## src/rtl/dma_chan_pkg.sv

```systemverilog
// Package: shared offsets, control-field positions, state and mode types,
// and a byte-lane merge helper for the DMA channel.
package dma_chan_pkg;

    localparam logic [7:0] OFF_SRC   = 8'h40;
    localparam logic [7:0] OFF_DST   = 8'h44;
    localparam logic [7:0] OFF_CNTOP = 8'h48;
    localparam logic [7:0] OFF_CTRL  = 8'h4C;

    localparam int CB_EN    = 0;
    localparam int CB_WORD  = 3;
    localparam int CB_RS_LO = 8;
    localparam int CB_SM_LO = 12;
    localparam int CB_DM_LO = 14;
    localparam int OB_MASTER = 0;

    localparam logic [3:0] RS_AUTO = 4'hC;

    typedef enum logic [1:0] {
        SEQ_IDLE  = 2'd0,
        SEQ_READ  = 2'd1,
        SEQ_WRITE = 2'd2
    } seq_state_e;

    typedef enum logic [1:0] {
        AM_FIX0 = 2'd0,
        AM_INC  = 2'd1,
        AM_DEC  = 2'd2,
        AM_FIX3 = 2'd3
    } addr_mode_e;

    // Replace the byte lanes of old_v selected by be with those of new_v.
    function automatic logic [31:0] merge_bytes(input logic [31:0] old_v,
                                                 input logic [31:0] new_v,
                                                 input logic [3:0]  be);
        logic [31:0] r;
        r = old_v;
        for (int i = 0; i < 4; i++) begin
            if (be[i]) r[8*i +: 8] = new_v[8*i +: 8];
        end
        return r;
    endfunction

endpackage

```

## src/rtl/dma_addr_step.sv

```systemverilog
// Module: dma_addr_step
// Computes the next value of one transfer address from its 2-bit mode
// (fixed / increment / decrement / fixed) and the transfer size.
// Assumes: pure combinational, wraps modulo 2^AW.
module dma_addr_step
    import dma_chan_pkg::*;
#(
    parameter int AW = 32
) (
    input  logic [AW-1:0] cur,
    input  logic [1:0]    mode,
    input  logic          word,
    output logic [AW-1:0] nxt
);

    logic [AW-1:0] stride;

    // Select the stride from the transfer size and apply the mode.
    always_comb begin
        stride = word ? AW'(2) : AW'(1);
        case (addr_mode_e'(mode))
            AM_INC:  nxt = cur + stride;
            AM_DEC:  nxt = cur - stride;
            default: nxt = cur;
        endcase
    end

endmodule

```

## src/rtl/dma_regs.sv

```systemverilog
// Module: dma_regs
// Register file of the channel: source, destination, count, control and
// the operation register. Decodes register writes, produces the start
// strobe and takes address/count updates from the sequencer.
// Assumes: word-aligned offsets; writes to source, destination, count
// and control are dropped while busy; the operation register is always
// writable.
module dma_regs
    import dma_chan_pkg::*;
#(
    parameter int ADDR_W = 32,
    parameter int CNT_W  = 16,
    parameter int REG_AW = 8
) (
    input  logic              clk,
    input  logic              rst_n,
    input  logic              reg_en,
    input  logic              reg_we,
    input  logic [REG_AW-1:0] reg_addr,
    input  logic [3:0]        reg_be,
    input  logic [31:0]       reg_wdata,
    output logic [31:0]       reg_rdata,
    input  logic              busy,
    input  logic              src_adv,
    input  logic              dst_adv,
    input  logic              cnt_dec,
    input  logic              finish,
    input  logic [ADDR_W-1:0] src_next,
    input  logic [ADDR_W-1:0] dst_next,
    output logic [ADDR_W-1:0] sar,
    output logic [ADDR_W-1:0] dar,
    output logic [CNT_W-1:0]  tcr,
    output logic [15:0]       ctrl,
    output logic              start
);

    logic [ADDR_W-1:0] sar_q, dar_q;
    logic [CNT_W-1:0]  tcr_q;
    logic [15:0]       ctrl_q, op_q;

    logic        wr_any, hit_src, hit_dst, hit_cntop, hit_ctrl;
    logic        wr_src, wr_dst, wr_cnt, wr_op, wr_ctrl;
    logic [31:0] src_m, dst_m, cntop_m, ctrl_m;
    logic [15:0] ctrl_eval, op_eval;

    // Decode the register write and merge byte lanes into each register.
    always_comb begin
        wr_any    = reg_en & reg_we;
        hit_src   = wr_any && (reg_addr == REG_AW'(OFF_SRC));
        hit_dst   = wr_any && (reg_addr == REG_AW'(OFF_DST));
        hit_cntop = wr_any && (reg_addr == REG_AW'(OFF_CNTOP));
        hit_ctrl  = wr_any && (reg_addr == REG_AW'(OFF_CTRL));
        wr_src    = hit_src && !busy;
        wr_dst    = hit_dst && !busy;
        wr_cnt    = hit_cntop && (|reg_be[1:0]) && !busy;
        wr_op     = hit_cntop && (|reg_be[3:2]);
        wr_ctrl   = hit_ctrl && (|reg_be[1:0]) && !busy;
        src_m     = merge_bytes(32'(sar_q), reg_wdata, reg_be);
        dst_m     = merge_bytes(32'(dar_q), reg_wdata, reg_be);
        cntop_m   = merge_bytes({op_q, 16'(tcr_q)}, reg_wdata, reg_be);
        ctrl_m    = merge_bytes({16'h0000, ctrl_q}, reg_wdata, reg_be);
    end

    // Evaluate the start condition with the values being written.
    always_comb begin
        ctrl_eval = wr_ctrl ? ctrl_m[15:0] : ctrl_q;
        op_eval   = wr_op ? cntop_m[31:16] : op_q;
        start     = !busy && (wr_ctrl || wr_op)
                    && ctrl_eval[CB_EN] && op_eval[OB_MASTER]
                    && (ctrl_eval[CB_RS_LO +: 4] == RS_AUTO);
    end

    // Source address: sequencer step has priority over software write.
    always_ff @(posedge clk) begin
        if (!rst_n)       sar_q <= '0;
        else if (src_adv) sar_q <= src_next;
        else if (wr_src)  sar_q <= ADDR_W'(src_m);
    end

    // Destination address: sequencer step has priority over software write.
    always_ff @(posedge clk) begin
        if (!rst_n)       dar_q <= '0;
        else if (dst_adv) dar_q <= dst_next;
        else if (wr_dst)  dar_q <= ADDR_W'(dst_m);
    end

    // Transfer count: decrement per completed pair, else software load.
    always_ff @(posedge clk) begin
        if (!rst_n)       tcr_q <= '0;
        else if (cnt_dec) tcr_q <= tcr_q - CNT_W'(1);
        else if (wr_cnt)  tcr_q <= CNT_W'(cntop_m[15:0]);
    end

    // Operation register: master enable lives here.
    always_ff @(posedge clk) begin
        if (!rst_n)     op_q <= '0;
        else if (wr_op) op_q <= cntop_m[31:16];
    end

    // Channel control: cleared enable on finish, else software write.
    always_ff @(posedge clk) begin
        if (!rst_n)       ctrl_q <= '0;
        else if (finish)  ctrl_q <= ctrl_q & ~(16'h0001 << CB_EN);
        else if (wr_ctrl) ctrl_q <= ctrl_m[15:0];
    end

    // Combinational read-back multiplexer.
    always_comb begin
        reg_rdata = '0;
        if (reg_en && !reg_we) begin
            if (reg_addr == REG_AW'(OFF_SRC))        reg_rdata = 32'(sar_q);
            else if (reg_addr == REG_AW'(OFF_DST))   reg_rdata = 32'(dar_q);
            else if (reg_addr == REG_AW'(OFF_CNTOP)) reg_rdata = {op_q, 16'(tcr_q)};
            else if (reg_addr == REG_AW'(OFF_CTRL))  reg_rdata = {16'h0000, ctrl_q};
        end
    end

    assign sar  = sar_q;
    assign dar  = dar_q;
    assign tcr  = tcr_q;
    assign ctrl = ctrl_q;

endmodule

```

## src/rtl/dma_seq.sv

```systemverilog
// Module: dma_seq
// Transfer sequencer: runs read-then-write pairs on the memory master
// port, picks byte lanes, and signals address/count updates and the end.
// Assumes: memory holds a request until mem_ready; read data is valid in
// the mem_ready cycle; the control word is stable while busy.
module dma_seq
    import dma_chan_pkg::*;
#(
    parameter int ADDR_W = 32,
    parameter int CNT_W  = 16
) (
    input  logic              clk,
    input  logic              rst_n,
    input  logic              start,
    input  logic              word,
    input  logic [ADDR_W-1:0] sar,
    input  logic [ADDR_W-1:0] dar,
    input  logic [CNT_W-1:0]  tcr,
    input  logic              mem_ready,
    input  logic [15:0]       mem_rdata,
    output logic              mem_req,
    output logic              mem_we,
    output logic [ADDR_W-1:0] mem_addr,
    output logic [1:0]        mem_strb,
    output logic [15:0]       mem_wdata,
    output logic              src_adv,
    output logic              dst_adv,
    output logic              cnt_dec,
    output logic              finish,
    output logic              busy,
    output logic              done
);

    seq_state_e state_q;
    logic [15:0] data_q;
    logic        last_pair;
    logic        done_q;

    // Handshake events and the end-of-transfer condition.
    always_comb begin
        last_pair = (tcr == CNT_W'(1));
        src_adv   = (state_q == SEQ_READ) && mem_ready;
        dst_adv   = (state_q == SEQ_WRITE) && mem_ready;
        cnt_dec   = dst_adv;
        finish    = dst_adv && last_pair;
        busy      = (state_q != SEQ_IDLE);
    end

    // Memory master outputs, with byte lane replication in byte mode.
    always_comb begin
        mem_req   = (state_q != SEQ_IDLE);
        mem_we    = (state_q == SEQ_WRITE);
        mem_addr  = (state_q == SEQ_WRITE) ? dar : sar;
        mem_wdata = word ? data_q : {data_q[7:0], data_q[7:0]};
        mem_strb  = word ? 2'b11 : (dar[0] ? 2'b10 : 2'b01);
    end

    // State register: idle -> read -> write -> read ... -> idle.
    always_ff @(posedge clk) begin
        if (!rst_n) begin
            state_q <= SEQ_IDLE;
        end else begin
            case (state_q)
                SEQ_IDLE:  if (start) state_q <= SEQ_READ;
                SEQ_READ:  if (mem_ready) state_q <= SEQ_WRITE;
                SEQ_WRITE: if (mem_ready) state_q <= last_pair ? SEQ_IDLE : SEQ_READ;
                default:   state_q <= SEQ_IDLE;
            endcase
        end
    end

    // Capture read data, selecting the source lane in byte mode.
    always_ff @(posedge clk) begin
        if (!rst_n)       data_q <= '0;
        else if (src_adv) data_q <= word ? mem_rdata
                                         : {8'h00, (sar[0] ? mem_rdata[15:8] : mem_rdata[7:0])};
    end

    // One-cycle completion pulse.
    always_ff @(posedge clk) begin
        if (!rst_n) done_q <= 1'b0;
        else        done_q <= finish;
    end

    assign done = done_q;

endmodule

```

## src/rtl/mem_dma_chan.sv

```systemverilog
// Module: mem_dma_chan (top)
// Single auto-request memory-to-memory DMA channel: register slave port,
// transfer sequencer, two address steppers and a 16-bit memory master.
// Assumes: ADDR_W <= 32, CNT_W <= 16, REG_AW >= 8; synchronous active-low
// reset.
module mem_dma_chan
    import dma_chan_pkg::*;
#(
    parameter int ADDR_W = 32,
    parameter int CNT_W  = 16,
    parameter int REG_AW = 8
) (
    input  logic              clk,
    input  logic              rst_n,
    input  logic              reg_en,
    input  logic              reg_we,
    input  logic [REG_AW-1:0] reg_addr,
    input  logic [3:0]        reg_be,
    input  logic [31:0]       reg_wdata,
    output logic [31:0]       reg_rdata,
    output logic              mem_req,
    output logic              mem_we,
    output logic [ADDR_W-1:0] mem_addr,
    output logic [1:0]        mem_strb,
    output logic [15:0]       mem_wdata,
    input  logic              mem_ready,
    input  logic [15:0]       mem_rdata,
    output logic              done
);

    localparam int N_ADDR = 2;

    logic [ADDR_W-1:0] sar_w, dar_w;
    logic [CNT_W-1:0]  tcr_w;
    logic [15:0]       ctrl_w;
    logic              start_w, busy_w, word_w;
    logic              src_adv_w, dst_adv_w, cnt_dec_w, finish_w;

    logic [ADDR_W-1:0] step_cur [N_ADDR];
    logic [ADDR_W-1:0] step_nxt [N_ADDR];
    logic [1:0]        step_mode [N_ADDR];

    assign word_w       = ctrl_w[CB_WORD];
    assign step_cur[0]  = sar_w;
    assign step_cur[1]  = dar_w;
    assign step_mode[0] = ctrl_w[CB_SM_LO +: 2];
    assign step_mode[1] = ctrl_w[CB_DM_LO +: 2];

    dma_regs #(.ADDR_W(ADDR_W), .CNT_W(CNT_W), .REG_AW(REG_AW)) u_regs (
        .clk(clk), .rst_n(rst_n),
        .reg_en(reg_en), .reg_we(reg_we), .reg_addr(reg_addr),
        .reg_be(reg_be), .reg_wdata(reg_wdata), .reg_rdata(reg_rdata),
        .busy(busy_w), .src_adv(src_adv_w), .dst_adv(dst_adv_w),
        .cnt_dec(cnt_dec_w), .finish(finish_w),
        .src_next(step_nxt[0]), .dst_next(step_nxt[1]),
        .sar(sar_w), .dar(dar_w), .tcr(tcr_w), .ctrl(ctrl_w),
        .start(start_w)
    );

    // One stepper per address (source, destination).
    for (genvar g = 0; g < N_ADDR; g++) begin : g_step
        dma_addr_step #(.AW(ADDR_W)) u_step (
            .cur(step_cur[g]), .mode(step_mode[g]),
            .word(word_w), .nxt(step_nxt[g])
        );
    end

    dma_seq #(.ADDR_W(ADDR_W), .CNT_W(CNT_W)) u_seq (
        .clk(clk), .rst_n(rst_n), .start(start_w), .word(word_w),
        .sar(sar_w), .dar(dar_w), .tcr(tcr_w),
        .mem_ready(mem_ready), .mem_rdata(mem_rdata),
        .mem_req(mem_req), .mem_we(mem_we), .mem_addr(mem_addr),
        .mem_strb(mem_strb), .mem_wdata(mem_wdata),
        .src_adv(src_adv_w), .dst_adv(dst_adv_w), .cnt_dec(cnt_dec_w),
        .finish(finish_w), .busy(busy_w), .done(done)
    );

endmodule

```

## config.mk

```make
export PLATFORM = sky130hd
export DESIGN_NAME = mem_dma_chan
export DESIGN_NICKNAME = d
export VERILOG_FILES = /design/src/rtl/dma_chan_pkg.sv /design/src/rtl/dma_addr_step.sv /design/src/rtl/dma_regs.sv /design/src/rtl/dma_seq.sv /design/src/rtl/mem_dma_chan.sv
export SDC_FILE = /design/constraint.sdc
export NUM_CORES = 1
export LEC_CHECK = 0
export BUFFER_PORTS_ARGS = -buffer_cell sky130_fd_sc_hd__buf_2
export CAP_MARGIN = 20
export CORE_ASPECT_RATIO = 1.5
export CORE_MARGIN = 2
export CORE_UTILIZATION = 40
export DETAILED_ROUTE_END_ITERATION = 10
export PLACE_DENSITY_LB_ADDON = 0.2
export SLEW_MARGIN = 20
export SYNTH_ARGS = -nofsm -noshare
export SYNTH_HDL_FRONTEND = slang
export SYNTH_SLANG_ARGS = --single-unit
```

## constraint.sdc

```tcl
create_clock -name clk -period 4.3 [get_ports clk]
set_clock_uncertainty 0.1 [all_clocks]
set_input_delay 0 -clock clk [delete_from_list [all_inputs] [get_ports clk]]
set_output_delay 0 -clock clk [all_outputs]
set_load 0.02 [all_outputs]
```

==> run summary <==
Storage cell area - 0.00262 sq mm
Crit Reg-Reg Startpoint - u_regs.ctrl[3]$_SDFFE_PN0P_
Ys flop type - dfxtp_1
Total number of vias - 12209
Die width - 139 um
Mapped Area - 0.0110 sq mm
Placed insts - 1900
Layout area overhead - 17.9%
Synth Register Bits - 131
# fillers - 2707
Maxcap violations - 0
Maximum vdd drop - 282 uV
DR WL/cell - 20.9 um
Grt total ovfl - 0
Total power - 3.08 mW
Final worst path period need - 3.57 ns
Area of the multi-input gates - 0.00761 sq mm
Crit-path max cell delay - 0.52 ns
I/O pin count - 150
Number of global-route vias before repair - 11489
Drt pass-1 iters - 6
Fin util - 0.476
Die ar. - 0.0288 sq mm
Met3 WL - 2720 um
Post-synth EDFFs - 0
Async SR Flop Fraction - 0
Clk pwr share - 0.539
Worst Tran Pin Value - 1.10 ns
Crit-path most repeated cell - inv_1
Tcrit/Tclk final - 0.831
# DRC - 0
Setup tns final - 0 ns
Worst Path Required - 4.58 ns
Switch Pwr - 0.725 mW
Sequential share of power - 0.395
Die height - 207 um
Clock sinks - 131
Rows - 74
Metal-1 WL - 16800 um
Root Driver - clkbuf_16
Status - complete, no violations
DRT Wirelength - 41500 um
Max Transition Viols Final - 0
Net total in the final layout - 1707
ANT cells - 0
Clock buffer depth - 2
WS Path Type - flop to flop
CP Launch Type - flop
Worst R2R End - u_regs.dar[30]$_SDFFE_PN0P_
Hpwl dp - 30000 um
Final setup vio count - 0
Warnings from Yosys - 0
Overall Global Routing Usage - 0.281
Kind of end point of the critical path - flop
P_int - 2.35 mW
H-tree levels - 4
Via density per instance - 6.14
Synth Net Count - 1608
Library cells used by synthesis - 83
Signal arrival time at the worst endpoint - 3.85 ns
Unrepaired setup endpoints after global routing - false
Avg Inst Size Synth - 7.15 sq um
HP Class - input port to flop
Hold_buf cts - 56
Slowest cell on crit path - fa_1
Relative slew slack - 0.268
CORE AREA - 0.0271 sq mm
Post-Syn Instances - 1534
CTS tree - built
Register area share after synthesis - 0.239
Critical Path Source - u_regs.ctrl[3]$_SDFFE_PN0P_
WL met2 - 20100 um
Initial Util - 0.404
Highest routed layer - met4
Worst R2R Path Depth - 12
Largest net degree at the start of global routing - 65
Post_cts resized - 0
CP cell instances - inv_1, ha_1, inv_1, fa_1, or4_1, a21oi_1, a211oi_1, o211ai_1, nor2_1, mux2i_1, or4b_1, nand3_1
R2R setup slack - 0.73 ns
1st-iter DRT viols - 1356
Fmax - 280 MHz
Sw Ratio - 0.236
Setup bufs post-CTS - 0
Final cell count without fillers - 1988
Clk_lat worst skew - 0.44 ns
TritonCTS buffer count - 17
First-pass GRT wire length - 63700 um
Final hold violation count - 0
Worst setup endpoint - u_regs.dar[30]$_SDFFE_PN0P_
PwrDens - 238 mW/mm^2
Initial antenna violation count - 0
Layout cells sized above 1 - 0.161
Port Buffer Count - 149
Worst Path Max Fanout - 6
Leak - 5.24 nW
CTS clk-pin slew, worst paths - 0.06 ns
Combinational Power Share - 0.066
Post-DRT Antenna Nets - 0
Routability cong. - 0.936
## metal layers
| metal | vias up | GRT usage |
|---|---|---|
| met4 | 0 | 0.150 |
| met1 | 5782 | 0.346 |
| met3 | 130 | 0.0339 |
| met2 | 545 | 0.482 |
| met5 | - | 0 |
| li1 | 5752 | - |
## cell usage in the layout (no fill, tap or decap), types with 12 or more instances in the layout
cell / synthesis / routed
nor4_1: 17 / 17
a31oi_1: 28 / 28
dlygate4sd3_1: 0 / 56
inv_1: 33 / 33
buf_4: 9 / 25
nor2b_1: 67 / 67
and3_1: 22 / 22
o21ai_0: 67 / 67
clkbuf_16: 0 / 17
dfxtp_1: 131 / 131
or3_1: 24 / 24
nor2_1: 153 / 151
and2_1: 21 / 21
mux2i_1: 77 / 77
nand3_1: 55 / 55
nand2_1: 213 / 212
nand4_1: 24 / 24
mux4_2: 16 / 16
buf_2: 25 / 148
a21oi_1: 95 / 95
o22ai_1: 15 / 15
nor3_1: 50 / 50
mux2_2: 12 / 12
a22oi_1: 26 / 26
o31ai_1: 22 / 22
or4_1: 16 / 16
## how the worst min path moves through the flow
stage | to | from | cells past startpoint
CTS | u_regs.dar[29]$_SDFFE_PN0P_ | reg_be[3] | 5
finish | u_regs.dar[29]$_SDFFE_PN0P_ | reg_be[3] | 5
global placement | u_seq.data_q[9]$_SDFFE_PN0P_ | mem_rdata[9] | 3
floorplan | u_regs.op_q[15]$_SDFFE_PN0P_ | reg_wdata[31] | 2
detailed placement | u_seq.data_q[11]$_SDFFE_PN0P_ | mem_rdata[11] | 3
global route | u_regs.sar[16]$_SDFFE_PN0P_ | reg_be[2] | 4
## synth_stat cells, types with 19 or more instances
| cell | number | area [sq um] |
|---|---|---|
| buf_1 | 19 | 71.3 |
| nor2b_1 | 67 | 419 |
| or3_1 | 24 | 150 |
| nand3_1 | 55 | 275 |
| and3_1 | 22 | 138 |
| a22oi_1 | 26 | 195 |
| nand4_1 | 24 | 150 |
| a31oi_1 | 28 | 175 |
| nor2_1 | 153 | 574 |
| o31ai_1 | 22 | 165 |
| dfxtp_1 | 131 | 2620 |
| inv_1 | 33 | 124 |
| mux2i_1 | 77 | 771 |
| a21oi_1 | 95 | 475 |
| and2_1 | 21 | 131 |
| clkbuf_1 | 96 | 360 |
| buf_2 | 25 | 125 |
| nand2_1 | 213 | 800 |
| o21ai_0 | 67 | 335 |
| nor3_1 | 50 | 250 |
## through the flow
step / worst slack [ns] / area (sq um) / hold slack [ns]
after floorplan: 0.374 / 11000 / 0.0439
after global placement: 0.828 / 11700 / 0.189
after detailed placement: 0.771 / 11700 / 0.192
after CTS: 0.741 / 12900 / 0.0569
after global routing: 0.518 / 12900 / 0.0850
final: 0.726 / 12900 / 0.0683
## worst max-delay path, delay by kind of cell, from the launching register on
kind,cells,cell delay (ns)
AO/OA/AOI/OAI,3,0.86
adder cells (fa/ha/maj),2,0.74
AND/OR/NAND/NOR,4,1.15
buffers and inverters,2,0.21
multiplexers,1,0.15
flip-flops,1,0.31
## kinds of logic after synthesis
| group | count (synthesis) | share of synthesized area |
|---|---|---|
| adder cells (fa/ha/maj) | 9 | 0.0116 |
| multiplexers | 107 | 0.118 |
| XOR/XNOR | 5 | 0.00400 |
| AND/OR/NAND/NOR | 717 | 0.326 |
| buffers and inverters | 182 | 0.0683 |
| AO/OA/AOI/OAI | 383 | 0.233 |
| flip-flops | 131 | 0.239 |
## state kept, by name, summed over array words and instances (netlist names)
signal,flops
u_seq.data_q,16
u_regs.dar,32
u_regs.sar,32
u_regs.ctrl,16
u_regs.op_q,16
u_seq.state_q,2
u_seq.done,1
u_regs.tcr,16
## layout make-up
| type | instances | area share |
|---|---|---|
| Sequential cell | 131 | 0.203 |
| Inverter | 33 | 0.00959 |
| Timing Repair Buffer | 229 | 0.115 |
| Clock buffer | 20 | 0.0346 |
| Tap cell | 342 | 0.0331 |
| Clock inverter | 12 | 0.0158 |
| Multi-Input combinational cell | 1221 | 0.589 |
## power groups by stage
stage | Combinational (mW) | Clock [mW] | Sequential [mW]
6_report | 0.202 | 1.66 | 1.21
2_1_floorplan | 0.0819 | 0 | 1.24
5_1_grt | 0.215 | 1.74 | 1.21
4_1_cts | 0.199 | 1.68 | 1.21
3_3_place_gp | 0.163 | 0 | 1.24
3_5_place_dp | 0.164 | 0 | 1.24
Power figures use the tool's default switching activity.
